==> src/rtl/pfd_pkg.sv <==
// Package: shared constants and the overlap-width decode for the detector.
package pfd_pkg;
    localparam int OVL_MAX   = 8;  // longest overlap in cycles
    localparam int OVL_W     = 4;  // width of the overlap counter
    localparam int NUM_CH    = 2;  // channel 0 = reference, 1 = feedback
    localparam int CH_REF    = 0;
    localparam int CH_FB     = 1;

    // Decode the 2-bit overlap select into a cycle count.
    function automatic logic [OVL_W-1:0] ovl_cycles(input logic [1:0] sel);
        case (sel)
            2'b00:   ovl_cycles = OVL_W'(3);
            2'b01:   ovl_cycles = OVL_W'(2);
            2'b10:   ovl_cycles = OVL_W'(8);
            default: ovl_cycles = OVL_W'(6);
        endcase
    endfunction
endpackage

==> src/rtl/pfd_edge.sv <==
// Module: rising-edge detector for one divided clock.
// Assumes the input is already synchronous to clk. The output pulses in the
// same cycle the input is first seen high after having been seen low.
module pfd_edge (
    input  logic clk,
    input  logic rst_n,
    input  logic sig_in,
    output logic rise
);
    logic prev_q;

    // Remember last cycle's sample; cleared in reset.
    always_ff @(posedge clk) begin
        if (!rst_n) prev_q <= 1'b0;
        else        prev_q <= sig_in;
    end

    // A rise is high now and low on the previous sample.
    assign rise = sig_in & ~prev_q;
endmodule

==> src/rtl/pfd_core.sv <==
// Module: tri-state detector core holding the raise/lower requests.
// Assumes single-cycle edge strobes. Once both requests are open it counts
// the programmed overlap and then closes both. Edges that arrive inside the
// overlap are held and reopen their request when it closes.
module pfd_core
    import pfd_pkg::*;
(
    input  logic       clk,
    input  logic       rst_n,
    input  logic       ref_rise,
    input  logic       fb_rise,
    input  logic [1:0] ovl_sel,
    output logic       req_up,
    output logic       req_dn,
    output logic       clr,
    output logic       one_side
);
    logic             up_q, dn_q, pend_up, pend_dn;
    logic [OVL_W-1:0] ovl_cnt, ovl_lim;
    logic             both;

    assign ovl_lim  = ovl_cycles(ovl_sel);
    assign both     = up_q & dn_q;
    assign clr      = both && (ovl_cnt >= ovl_lim - OVL_W'(1));
    assign one_side = up_q ^ dn_q;

    // Request, held-edge and overlap-count state.
    always_ff @(posedge clk) begin
        if (!rst_n) begin
            up_q    <= 1'b0;
            dn_q    <= 1'b0;
            pend_up <= 1'b0;
            pend_dn <= 1'b0;
            ovl_cnt <= '0;
        end else if (both) begin
            if (clr) begin
                up_q    <= pend_up | ref_rise;
                dn_q    <= pend_dn | fb_rise;
                pend_up <= 1'b0;
                pend_dn <= 1'b0;
                ovl_cnt <= '0;
            end else begin
                pend_up <= pend_up | ref_rise;
                pend_dn <= pend_dn | fb_rise;
                ovl_cnt <= ovl_cnt + OVL_W'(1);
            end
        end else begin
            up_q    <= up_q | ref_rise;
            dn_q    <= dn_q | fb_rise;
            ovl_cnt <= '0;
        end
    end

    assign req_up = up_q;
    assign req_dn = dn_q;
endmodule

==> src/rtl/pfd_lock.sv <==
// Module: lock qualifier.
// Counts the one-sided cycles in each comparison and judges the comparison
// when the overlap closes. After RUNS good comparisons in a row it raises
// locked; any bad comparison clears it.
module pfd_lock #(
    parameter int RUNS = 16,
    parameter int TOL  = 2,
    parameter int LAG_W = 8
) (
    input  logic clk,
    input  logic rst_n,
    input  logic one_side,
    input  logic clr,
    output logic locked
);
    localparam int RUN_W   = $clog2(RUNS + 1);
    localparam int LAG_MAX = (1 << LAG_W) - 1;

    logic [LAG_W-1:0] lag_cnt;
    logic [RUN_W-1:0] run_cnt;
    logic             good;

    assign good = (int'(lag_cnt) <= TOL);

    // Saturating count of one-sided cycles, restarted at each close.
    always_ff @(posedge clk) begin
        if (!rst_n)                                  lag_cnt <= '0;
        else if (clr)                                lag_cnt <= '0;
        else if (one_side && int'(lag_cnt) < LAG_MAX) lag_cnt <= lag_cnt + LAG_W'(1);
    end

    // Run of consecutive good comparisons, saturating at RUNS.
    always_ff @(posedge clk) begin
        if (!rst_n) run_cnt <= '0;
        else if (clr) begin
            if (!good)                     run_cnt <= '0;
            else if (int'(run_cnt) < RUNS) run_cnt <= run_cnt + RUN_W'(1);
        end
    end

    assign locked = (int'(run_cnt) == RUNS);
endmodule

==> src/rtl/pfd_pump_ctrl.sv <==
// Module: top of the programmable phase frequency detector.
// Assumes ref_div and fb_div are synchronous to clk. It builds edge
// detectors for both inputs, the detector core and the lock qualifier, then
// applies the polarity swap, high-impedance parking and test exposure.
module pfd_pump_ctrl #(
    parameter int LOCK_RUNS = 16,
    parameter int LOCK_TOL  = 2
) (
    input  logic       clk,
    input  logic       rst_n,
    input  logic       ref_div,
    input  logic       fb_div,
    input  logic [1:0] ovl_sel,
    input  logic       pol_pos,
    input  logic       hiz_cmd,
    input  logic       tst_en,
    output logic       pump_up,
    output logic       pump_dn,
    output logic       pump_hiz,
    output logic       tst_up,
    output logic       tst_dn,
    output logic       locked
);
    import pfd_pkg::*;

    logic [NUM_CH-1:0] ch_in, ch_rise;
    logic              req_up, req_dn, clr, one_side;
    logic              sw_up, sw_dn;

    assign ch_in[CH_REF] = ref_div;
    assign ch_in[CH_FB]  = fb_div;

    // One edge detector for each compared clock.
    for (genvar g = 0; g < NUM_CH; g++) begin : g_edge
        pfd_edge u_edge (
            .clk    (clk),
            .rst_n  (rst_n),
            .sig_in (ch_in[g]),
            .rise   (ch_rise[g])
        );
    end

    pfd_core u_core (
        .clk      (clk),
        .rst_n    (rst_n),
        .ref_rise (ch_rise[CH_REF]),
        .fb_rise  (ch_rise[CH_FB]),
        .ovl_sel  (ovl_sel),
        .req_up   (req_up),
        .req_dn   (req_dn),
        .clr      (clr),
        .one_side (one_side)
    );

    pfd_lock #(.RUNS(LOCK_RUNS), .TOL(LOCK_TOL)) u_lock (
        .clk      (clk),
        .rst_n    (rst_n),
        .one_side (one_side),
        .clr      (clr),
        .locked   (locked)
    );

    // Polarity swap, then parking of the pump when high impedance is asked.
    always_comb begin
        sw_up   = pol_pos ? req_up : req_dn;
        sw_dn   = pol_pos ? req_dn : req_up;
        pump_up = sw_up & ~hiz_cmd;
        pump_dn = sw_dn & ~hiz_cmd;
    end

    assign pump_hiz = hiz_cmd;
    assign tst_up   = tst_en & req_up;
    assign tst_dn   = tst_en & req_dn;
endmodule

==> config.mk <==
export PLATFORM = sky130hd
export DESIGN_NAME = pfd_pump_ctrl
export DESIGN_NICKNAME = d
export VERILOG_FILES = /design/src/rtl/pfd_pkg.sv /design/src/rtl/pfd_edge.sv /design/src/rtl/pfd_core.sv /design/src/rtl/pfd_lock.sv /design/src/rtl/pfd_pump_ctrl.sv
export SDC_FILE = /design/constraint.sdc
export NUM_CORES = 1
export LEC_CHECK = 0
export BUFFER_PORTS_ARGS = -buffer_cell sky130_fd_sc_hd__buf_2
export CAP_MARGIN = 15
export CORE_MARGIN = 2
export CORE_UTILIZATION = 56
export DETAILED_ROUTE_END_ITERATION = 6
export MAX_ROUTING_LAYER = met4
export PLACE_DENSITY = 0.77
export SYNTH_ARGS = -nofsm -noshare
export SYNTH_HDL_FRONTEND = slang
export SYNTH_SLANG_ARGS = --single-unit
==> constraint.sdc <==
create_clock -name clk -period 2.9 [get_ports clk]
set_clock_uncertainty 0.1 [all_clocks]
set_input_delay 0.435 -clock clk [delete_from_list [all_inputs] [get_ports clk]]
set_output_delay 0.435 -clock clk [all_outputs]
set_load 0.01 [all_outputs]
### Yosys cells after proc, flatten, opt, wreduce, memory -nomap -nowiden

Cells that the tools add are included.

* register bits after elaboration: 23
* input bits: 9
* output and inout port bits: 6
* logic and storage cells: 56

* add/sub/neg operators: 4
* order comparisons: 4
* equal/unequal tests: 5
* mux-type cells: 11
* bitwise gates (word level): 17
* reduce and logical (&&, ||, !) cells: 6

Operators by type and width (number)
* 4-bit one-hot mux with 3 select lines: 1
* 5-bit two-way mux: 2
* 8-bit by 1-bit adder with 8-bit output (second input constant): 1
* 8-bit by 2-bit less-or-equal comparator with 1-bit output (second input constant): 1
* 8-bit < comparator (second input constant): 1
* 1-bit two-way mux: 8
* 1-bit AND: 7
* 5-bit by 1-bit adder with 5-bit output (second input constant): 1
* 5-bit equality test (second input constant): 1
* 5-bit < comparator (second input constant): 1
* 1-bit inverter: 5
* 4-bit by 1-bit adder with 4-bit output (second input constant): 1
* 4-bit >= comparator: 1
* 2-bit inequality test (second input constant): 2
* 1-bit bitwise OR: 4
* 4-bit by 1-bit subtractor with 4-bit output (second input constant): 1
* 3-bit OR reduction: 1
* 2-bit by 1-bit equality test with 1-bit output (second input constant): 1
* 2-bit equality test (second input constant): 1
* 1-bit logical AND: 2
* 2-bit zero test: 1
* 2-bit AND reduction: 1
* 2-bit OR reduction: 1
* 1-bit bitwise XOR: 1

### Longest topological paths before layout

Gate-level depths: netlist of the first run.

* depth in word-level cells: 7
* depth in mapped cells: 7
* depth with buffers taken out: 6

### Cells and area by module

A second synthesis of the first run with hierarchy kept.

* cell total of the unflattened synthesis: 142
* area total of the unflattened synthesis: 1275.0 um2

Modules (own cells, without submodules)
* pfd_lock: instances 1, cells each 83, area an instance 714.4 um2
* pfd_core: instances 1, cells each 46, area an instance 432.9 um2
* pfd_edge: instances 2, cells each 3, area an instance 40.0 um2
* pfd_pump_ctrl: instances 1, cells each 7, area an instance 47.5 um2

### Worst setup path before layout of the first run

Ideal clock, no wire load.

* kind: input -> register
* start point: input ovl_sel[0]
* end point: register u_lock.lag_cnt[2]
* data arrival time: 2038 ps
* setup slack: 607 ps
* cell stages on the path: 6
* path buffers: 0
* cell sequence: or2_2 > ha_1 > nor2b_1 > o21a_1 > o31ai_1 > nor3_1

* word-level cells in the longest chain between the ends: 6
* elaborated cells between the ends (all ways): 8
* classes of those cells: add/sub (1); order compare (1); eq/ne (2); mux (1); reduce/logical (3)

RTL lines
* start: declaration: line pfd_pump_ctrl.sv:13 `input logic [1:0] ovl_sel,`
* 2-bit equality test (tied with other cells): line pfd_pkg.sv:11 `case (sel)`
* 4-bit one-hot mux with 3 select lines (*): line pfd_pkg.sv:11
* 4-bit by 1-bit subtractor with 4-bit output (*): line pfd_core.sv:24 `assign clr = both && (ovl_cnt >= ovl_lim - OVL_W'(1));`
* 4-bit >= comparator (*): line pfd_core.sv:24
* 1-bit logical AND (*): line pfd_core.sv:24
* 2-bit OR reduction (no line) (*)
* end: declaration: line pfd_lock.sv:19 `logic [LAG_W-1:0] lag_cnt;`

Every way passes the cells marked *; elsewhere a longest branch is shown, timed or not.
A chain may end at the register's enable or synchronous reset.

### Worst setup path after layout of the first run

* start point: register u_lock.lag_cnt[4]
* end point: register u_lock.run_cnt[3]

* word-level cells in the longest chain between the ends: 3
* elaborated cells between the ends (all ways): 4
* classes of those cells: order compare (1); eq/ne (1); mux (1); reduce/logical (1)

RTL lines
* 8-bit by 2-bit less-or-equal comparator with 1-bit output (*): line pfd_lock.sv:23 `assign good = (int'(lag_cnt) <= TOL);`
* 2-bit inequality test (no line)
* 2-bit AND reduction (no line)
* end: declaration: line pfd_lock.sv:20 `logic [RUN_W-1:0] run_cnt;`

Marked as above.

==> results.py, run 1 <==
metrics = {
    "setup_path": {
        "cp.required_ns": 3.03,
        "end_kind": "flop",
        "max_stage_delay_ns": 0.55,
        "worst-setup-path-type": "reg -> reg",
        "startpoint_type": "flop",
        "crit_chain": "or4_4, a2111oi_4, nand4_2, o32ai_1",
        "path_max_fanout": 5,
        "worst-path-buf-inv": 0,
        "cp_top_family": "simple AND/OR/NAND/NOR gates",
        "worstPathArrival_ns": 2.21,
        "cp_slowest_cell": "or4_4",
    },
    "floorplanning": {
        "placementRows": 17,
        "core_um2": 2190,
        "die_area_um2": 2670,
        "die_h_um": 51.7,
        "die_w_um": 51.7,
        "start_util_pct": 58.2,
        "io_pins": 15,
    },
    "route": {
        "drc_errors": 0,
        "wl_per_cell_um": 13.4,
        "drtPass1Iterations": 4,
        "vias": 1109,
        "via_per_inst": 5.87,
        "finalWirelength_um": 2530,
        "drt_iter0_markers": 22,
        "ant_nets": 0,
    },
    "cells_and_area": {
        "multi_input_area_um2": 762,
        "seqCellArea_um2": 460,
        "design_area_um2": 1400,
        "n_antenna_cell": 0,
        "fill_cells": 180,
        "layout-drive-gt1-share_pct": 14.9,
        "fin_nets": 181,
        "areaGrowthSynthToFinish_pct": 9.52,
    },
    "grt": {
        "grt_usage_pct": 21.4,
        "grt_pass1_vias": 1033,
        "antenna_found_initial": 0,
        "grt_overflow": 0,
        "grt_pass1_wl_um": 4230,
        "grt_max_degree": 16,
    },
    "cts": {
        "cts_tree": "yes",
        "clockBufferDepth": 2,
        "clk_latency_ns": 0.30,
        "cts_buffers": 3,
        "htree_levels": 1,
        "cts_resized": 0,
        "cts_setup_buffers": 0,
        "clock-sinks": 23,
        "hold_buffers": 0,
        "clkTransAtPathRegs_ns": 0.12,
        "cts_root_buf": "clkbuf_4",
    },
    "sta": {
        "hold_violations": 0,
        "tns_ns": 0,
        "fin_crit_ns": 2.09,
        "fmax_mhz": 479,
        "slew_viol_final": 0,
        "slew_headroom_pct": 61.2,
        "hold_ws_ns": 0.269,
        "setup_viol": 0,
        "rsz0062_at_grt": "false",
        "period_share_pct": 72.0,
        "worst_pin_slew_ns": 0.568,
    },
    "power": {
        "seqPwrFrac_pct": 59.2,
        "p_sw_mw": 0.162,
        "max-vdd-ir-drop_v": 0.000290,
        "power_frac_comb_pct": 15.7,
        "p_clk_share_pct": 25.1,
        "netSwitchingFraction_pct": 27.9,
        "leakage_nw": 0.536,
        "p_int_mw": 0.418,
        "p_per_area_nw_per_um2": 415,
    },
    "run": {
        "cap_violations": 0,
    },
    "run_status": {
        "status": "completed",
    },
    "synth": {
        "synth_compound_area_share_pct": 19.6,
        "synth_fa_ha_area_share_pct": 9.81,
        "synth_top_family_by_area": "simple AND/OR/NAND/NOR gates",
        "synth_simple_gate_area_share_pct": 24.3,
        "synthXorXnorAreaFrac_pct": 4.12,
        "seq_area_frac_synth_pct": 36.1,
        "avgSynthCellArea_um2": 8.73,
        "ys_types": 42,
        "synthMuxAreaShare_pct": 1.57,
        "netlist_area_um2": 1270,
        "syn_nets": 165,
        "synth-seq-cells": 23,
        "synthCells": 146,
        "ys_warn_count": 0,
    },
    "placed_design": {
        "gp_congestion": 0.899,
        "detailed_place_hpwl_um": 1920,
        "io_buffer_count": 14,
        "dpl_cell_area_um2": 1370,
    },
    "hold_path": {
        "hp-class": "in -> reg",
    },
}
## flip-flops by register name, indices dropped and copies added, names as in the netlist
signal and count:
u_lock.run_cnt 5, u_core.pend_dn 1, u_core.ovl_cnt 4, u_lock.lag_cnt 8
u_core.req_up 1, g_edge.u_edge.prev_q 2, u_core.req_dn 1, u_core.pend_up 1
## worst register-to-register path, stage by stage, from the launching register on
cell	delay, ns
dfxtp_1	0.37
or4_4	0.55
a2111oi_4	0.48
nand4_2	0.22
o32ai_1	0.29
## layout by cell type (no fill, tap or decap), drive strengths merged, types with 4 or more instances in the layout
cell type / n
ha: 10
nor2: 15
dfxtp: 23
a21oi: 7
nand3: 7
buf: 15
nand4: 5
nor2b: 4
inv: 8
nor3: 5
and2: 4
nand2: 7
xnor2: 5
a2111oi: 4
## routing by layer
layer	vias to the layer above	wire, µm	global-route usage (%)
met5	-	0	-
li1	568	-	-
met3	4	60	2.59
met2	19	1330	38.0
met4	0	29	7.89
met1	518	1100	24.7
## worst paths after layout
check                                      start  depth (start not counted)  slack (ns)                                  to
setup / recovery  u_lock.lag_cnt[4]$_SDFFE_PP0P_                          4        0.81      u_lock.run_cnt[3]$_SDFFE_PN0P_
hold reg to reg      u_core.pend_dn$_SDFFE_PN0P_                          2        0.38         u_core.pend_dn$_SDFFE_PN0P_
setup reg to reg  u_lock.lag_cnt[4]$_SDFFE_PP0P_                          4        0.81      u_lock.run_cnt[3]$_SDFFE_PN0P_
hold / removal                            fb_div                          2        0.27  g_edge[1].u_edge.prev_q$_SDFF_PN0_
## per-stage QoR
stage                     power [mW]  cells  utilization [%]  worst slack [ns]
after global placement         0.437    185             62.5             0.633
after floorplan                0.414    146                -             0.607
final                          0.580    189             63.7             0.813
after CTS                      0.587    189             63.7             0.804
after global routing           0.612    189             63.7             0.698
after detailed placement       0.441    185             62.5             0.595
## layout make-up
type	instances	share of cell area, %
multi-input combinational	110	54.6
sequential	23	33.0
timing repair buffer	15	5.56
tap	28	2.51
inverter	9	2.42
clock buffer	3	1.61
clock inverter	1	0.358
## power groups by stage
stage               Combinational [mW]  Sequential [mW]  Clock, mW
global route                     0.102            0.346      0.164
CTS                             0.0921            0.343      0.152
finish                          0.0913            0.343      0.145
floorplan                       0.0676            0.347          0
global placement                0.0877            0.350          0
detailed placement              0.0910            0.350          0
## cell usage after synthesis
library cell  count  area, µm²
nand4b_1          1       8.76
or3_1             1       6.26
and4_1            1       8.76
nand2b_1          3       18.8
and3_1            1       6.26
nor4_1            1       6.26
ha_1             10        125
a21boi_0          1       7.51
clkbuf_1          3       11.3
nand2_1           7       26.3
and2_1            4       25.0
o32ai_1           1       8.76
or4_4             1       11.3
o2111ai_1         1       8.76
conb_1            1       3.75
o21a_1            1       7.51
o31ai_1           3       22.5
nand4_2           1       12.5
nor2_1           15       56.3
o211ai_1          1       7.51
xor2_1            1       8.76
o311a_1           2       20.0
nor2b_1           4       25.0
a31oi_1           3       18.8
a2111oi_0         3       26.3
dfxtp_1          23        460
xnor2_1           5       43.8
clkinv_1          1       3.75
o221a_2           1       11.3
a2111oi_4         1       27.5
inv_1             8       30.0
mux2i_1           2       20.0
or2_2             1       6.26
o21ai_0           3       15.0
nand3_1           7       35.0
nand3b_1          1       7.51
buf_4             1       7.51
a21oi_1           7       35.0
a211oi_1          2       15.0
o22ai_1           3       18.8
nand4_1           4       25.0
nor3_1            5       25.0
## logic make-up (layout without fill, tap and decap cells)
logic type | Yosys count | count (layout)
other | 1 | 1
flip-flops | 23 | 23
multiplexers | 2 | 2
buffers and inverters | 13 | 28
AND/OR/NAND/NOR | 58 | 58
AO/OA/AOI/OAI | 33 | 33
XOR/XNOR | 6 | 6
adder cells (fa/ha/maj) | 10 | 10
No activity file was read; power rests on OpenSTA's default activity.
==> run 2: changes to the inputs <==
==> constraint.sdc (replaced) <==
create_clock -name clk -period 2 [get_ports clk]
set_clock_uncertainty 0.1 [all_clocks]
set_input_delay 0.3 -clock clk [delete_from_list [all_inputs] [get_ports clk]]
set_output_delay 0.3 -clock clk [all_outputs]
set_load 0.01 [all_outputs]
==> results.py, run 2 (synthesized netlist as in run 1, its figures left out) <==
metrics = {
    "cts": {
        "hold_buffers": 0,
        "cts_buffers": 3,
        "cts_tree": "yes",
        "clk_latency_ns": 0.32,
        "cts_root_buf": "clkbuf_4",
        "cts_resized": 0,
        "cts_setup_buffers": 0,
        "clock-sinks": 23,
        "clkTransAtPathRegs_ns": 0.13,
        "clockBufferDepth": 2,
        "htree_levels": 1,
    },
    "route": {
        "finalWirelength_um": 2720,
        "vias": 1163,
        "drtPass1Iterations": 4,
        "drc_errors": 0,
        "drt_iter0_markers": 16,
        "via_per_inst": 5.67,
        "ant_nets": 0,
        "wl_per_cell_um": 13.3,
    },
    "floorplanning": {
        "io_pins": 15,
        "placementRows": 17,
        "die_h_um": 51.7,
        "die_w_um": 51.7,
        "start_util_pct": 58.2,
        "die_area_um2": 2670,
        "core_um2": 2190,
    },
    "cells_and_area": {
        "largest_reg_flops": 8,
        "n_antenna_cell": 0,
        "design_area_um2": 1520,
        "fill_cells": 174,
        "multi_input_area_um2": 768,
        "seqCellArea_um2": 460,
        "top_regs": "u_lock.lag_cnt x8, u_lock.run_cnt x5, u_core.ovl_cnt x4",
        "fin_util_pct": 69.4,
        "final_cell_mix": "dfxtp_1, buf_4, nor2_1, buf_2, ha_1",
        "layout-drive-gt1-share_pct": 22.6,
        "fin_nets": 197,
        "areaGrowthSynthToFinish_pct": 19.3,
        "top_register": "u_lock.lag_cnt",
        "layout_commonest_cell": "dfxtp_1",
    },
    "power": {
        "p_per_area_nw_per_um2": 584,
        "leakage_nw": 0.614,
        "fin_total_pwr_mw": 0.888,
        "max-vdd-ir-drop_v": 0.000426,
    },
    "sta": {
        "hold_ws_ns": 0.0999,
        "setup_viol": 0,
        "slew_viol_final": 0,
        "rsz0062_at_grt": "false",
        "fmax_mhz": 539,
        "tns_ns": 0,
        "period_share_pct": 92.7,
        "fin_crit_ns": 1.85,
        "hold_violations": 0,
    },
    "setup_path": {
        "end_kind": "flop",
        "worstPathArrival_ns": 1.96,
        "worst-setup-path-type": "reg -> reg",
        "cp.required_ns": 2.11,
        "path_max_fanout": 4,
        "startpoint_type": "flop",
    },
    "run_status": {
        "status": "completed",
    },
    "placed_design": {
        "detailed_place_hpwl_um": 2100,
        "dpl_cell_area_um2": 1490,
        "gp_congestion": 0.777,
        "io_buffer_count": 14,
    },
    "grt": {
        "grt_pass1_vias": 1111,
        "grt_max_degree": 16,
        "grt_pass1_wl_um": 4480,
        "grt_usage_pct": 22.7,
        "grt_overflow": 0,
        "antenna_found_initial": 0,
    },
    "run": {
        "cap_violations": 0,
    },
    "hold_path": {
        "hp-class": "in -> reg",
    },
}
[run 2: final cells by class]
type | instances | area share (%)
multi-input cells | 110 | 50.5
repair buffers | 31 | 13.0
flip-flops and latches | 23 | 30.3
well taps | 28 | 2.30
clock buffers | 4 | 1.73
inverters | 9 | 2.22
[run 2: path summary, 6_finish.rpt]
path         cells after the start  slack, ns                         start                                  to
max                              7       0.15  u_core.ovl_cnt[0]$_SDFF_PP0_      u_lock.run_cnt[2]$_SDFFE_PN0P_
min                              2        0.1                        fb_div  g_edge[1].u_edge.prev_q$_SDFF_PN0_
max reg2reg                      7       0.15  u_core.ovl_cnt[0]$_SDFF_PP0_      u_lock.run_cnt[2]$_SDFFE_PN0P_
min reg2reg                      1       0.40  u_core.ovl_cnt[0]$_SDFF_PP0_        u_core.ovl_cnt[0]$_SDFF_PP0_
[run 2: worst max-delay path: stages (launching register included)]
cell and delay, ns:
dfxtp_1 0.40, inv_1 0.06, ha_1 0.27, nor2b_1 0.05
o21a_1 0.20, buf_4 0.14, a2111oi_0 0.36, o22ai_1 0.15
[run 2: power breakdown]
group | switching (mW) | internal (mW) | total [mW]
logic | 0.0906 | 0.0843 | 0.175
registers | 0.0154 | 0.474 | 0.490
clock network | 0.145 | 0.0781 | 0.223
total | 0.251 | 0.637 | 0.888
[run 2: stage by stage]
step	instances	setup WS, ns
after floorplan	146	0.0606
after global placement	201	-0.165
after detailed placement	201	-0.0897
after CTS	205	0.0153
after global routing	205	0.00588
final	205	0.146
[run 2: metal layers]
metal  share of wire (%)  up-vias  GRT usage (%)  routed length [µm]
li1                    -      593              -                   -
met1                  44      545           24.9                1210
met2                  52       21           41.0                1410
met3                 2.3        4           2.87                  62
met4                 1.7        0           10.1                  45
met5                   0        -              -                   0
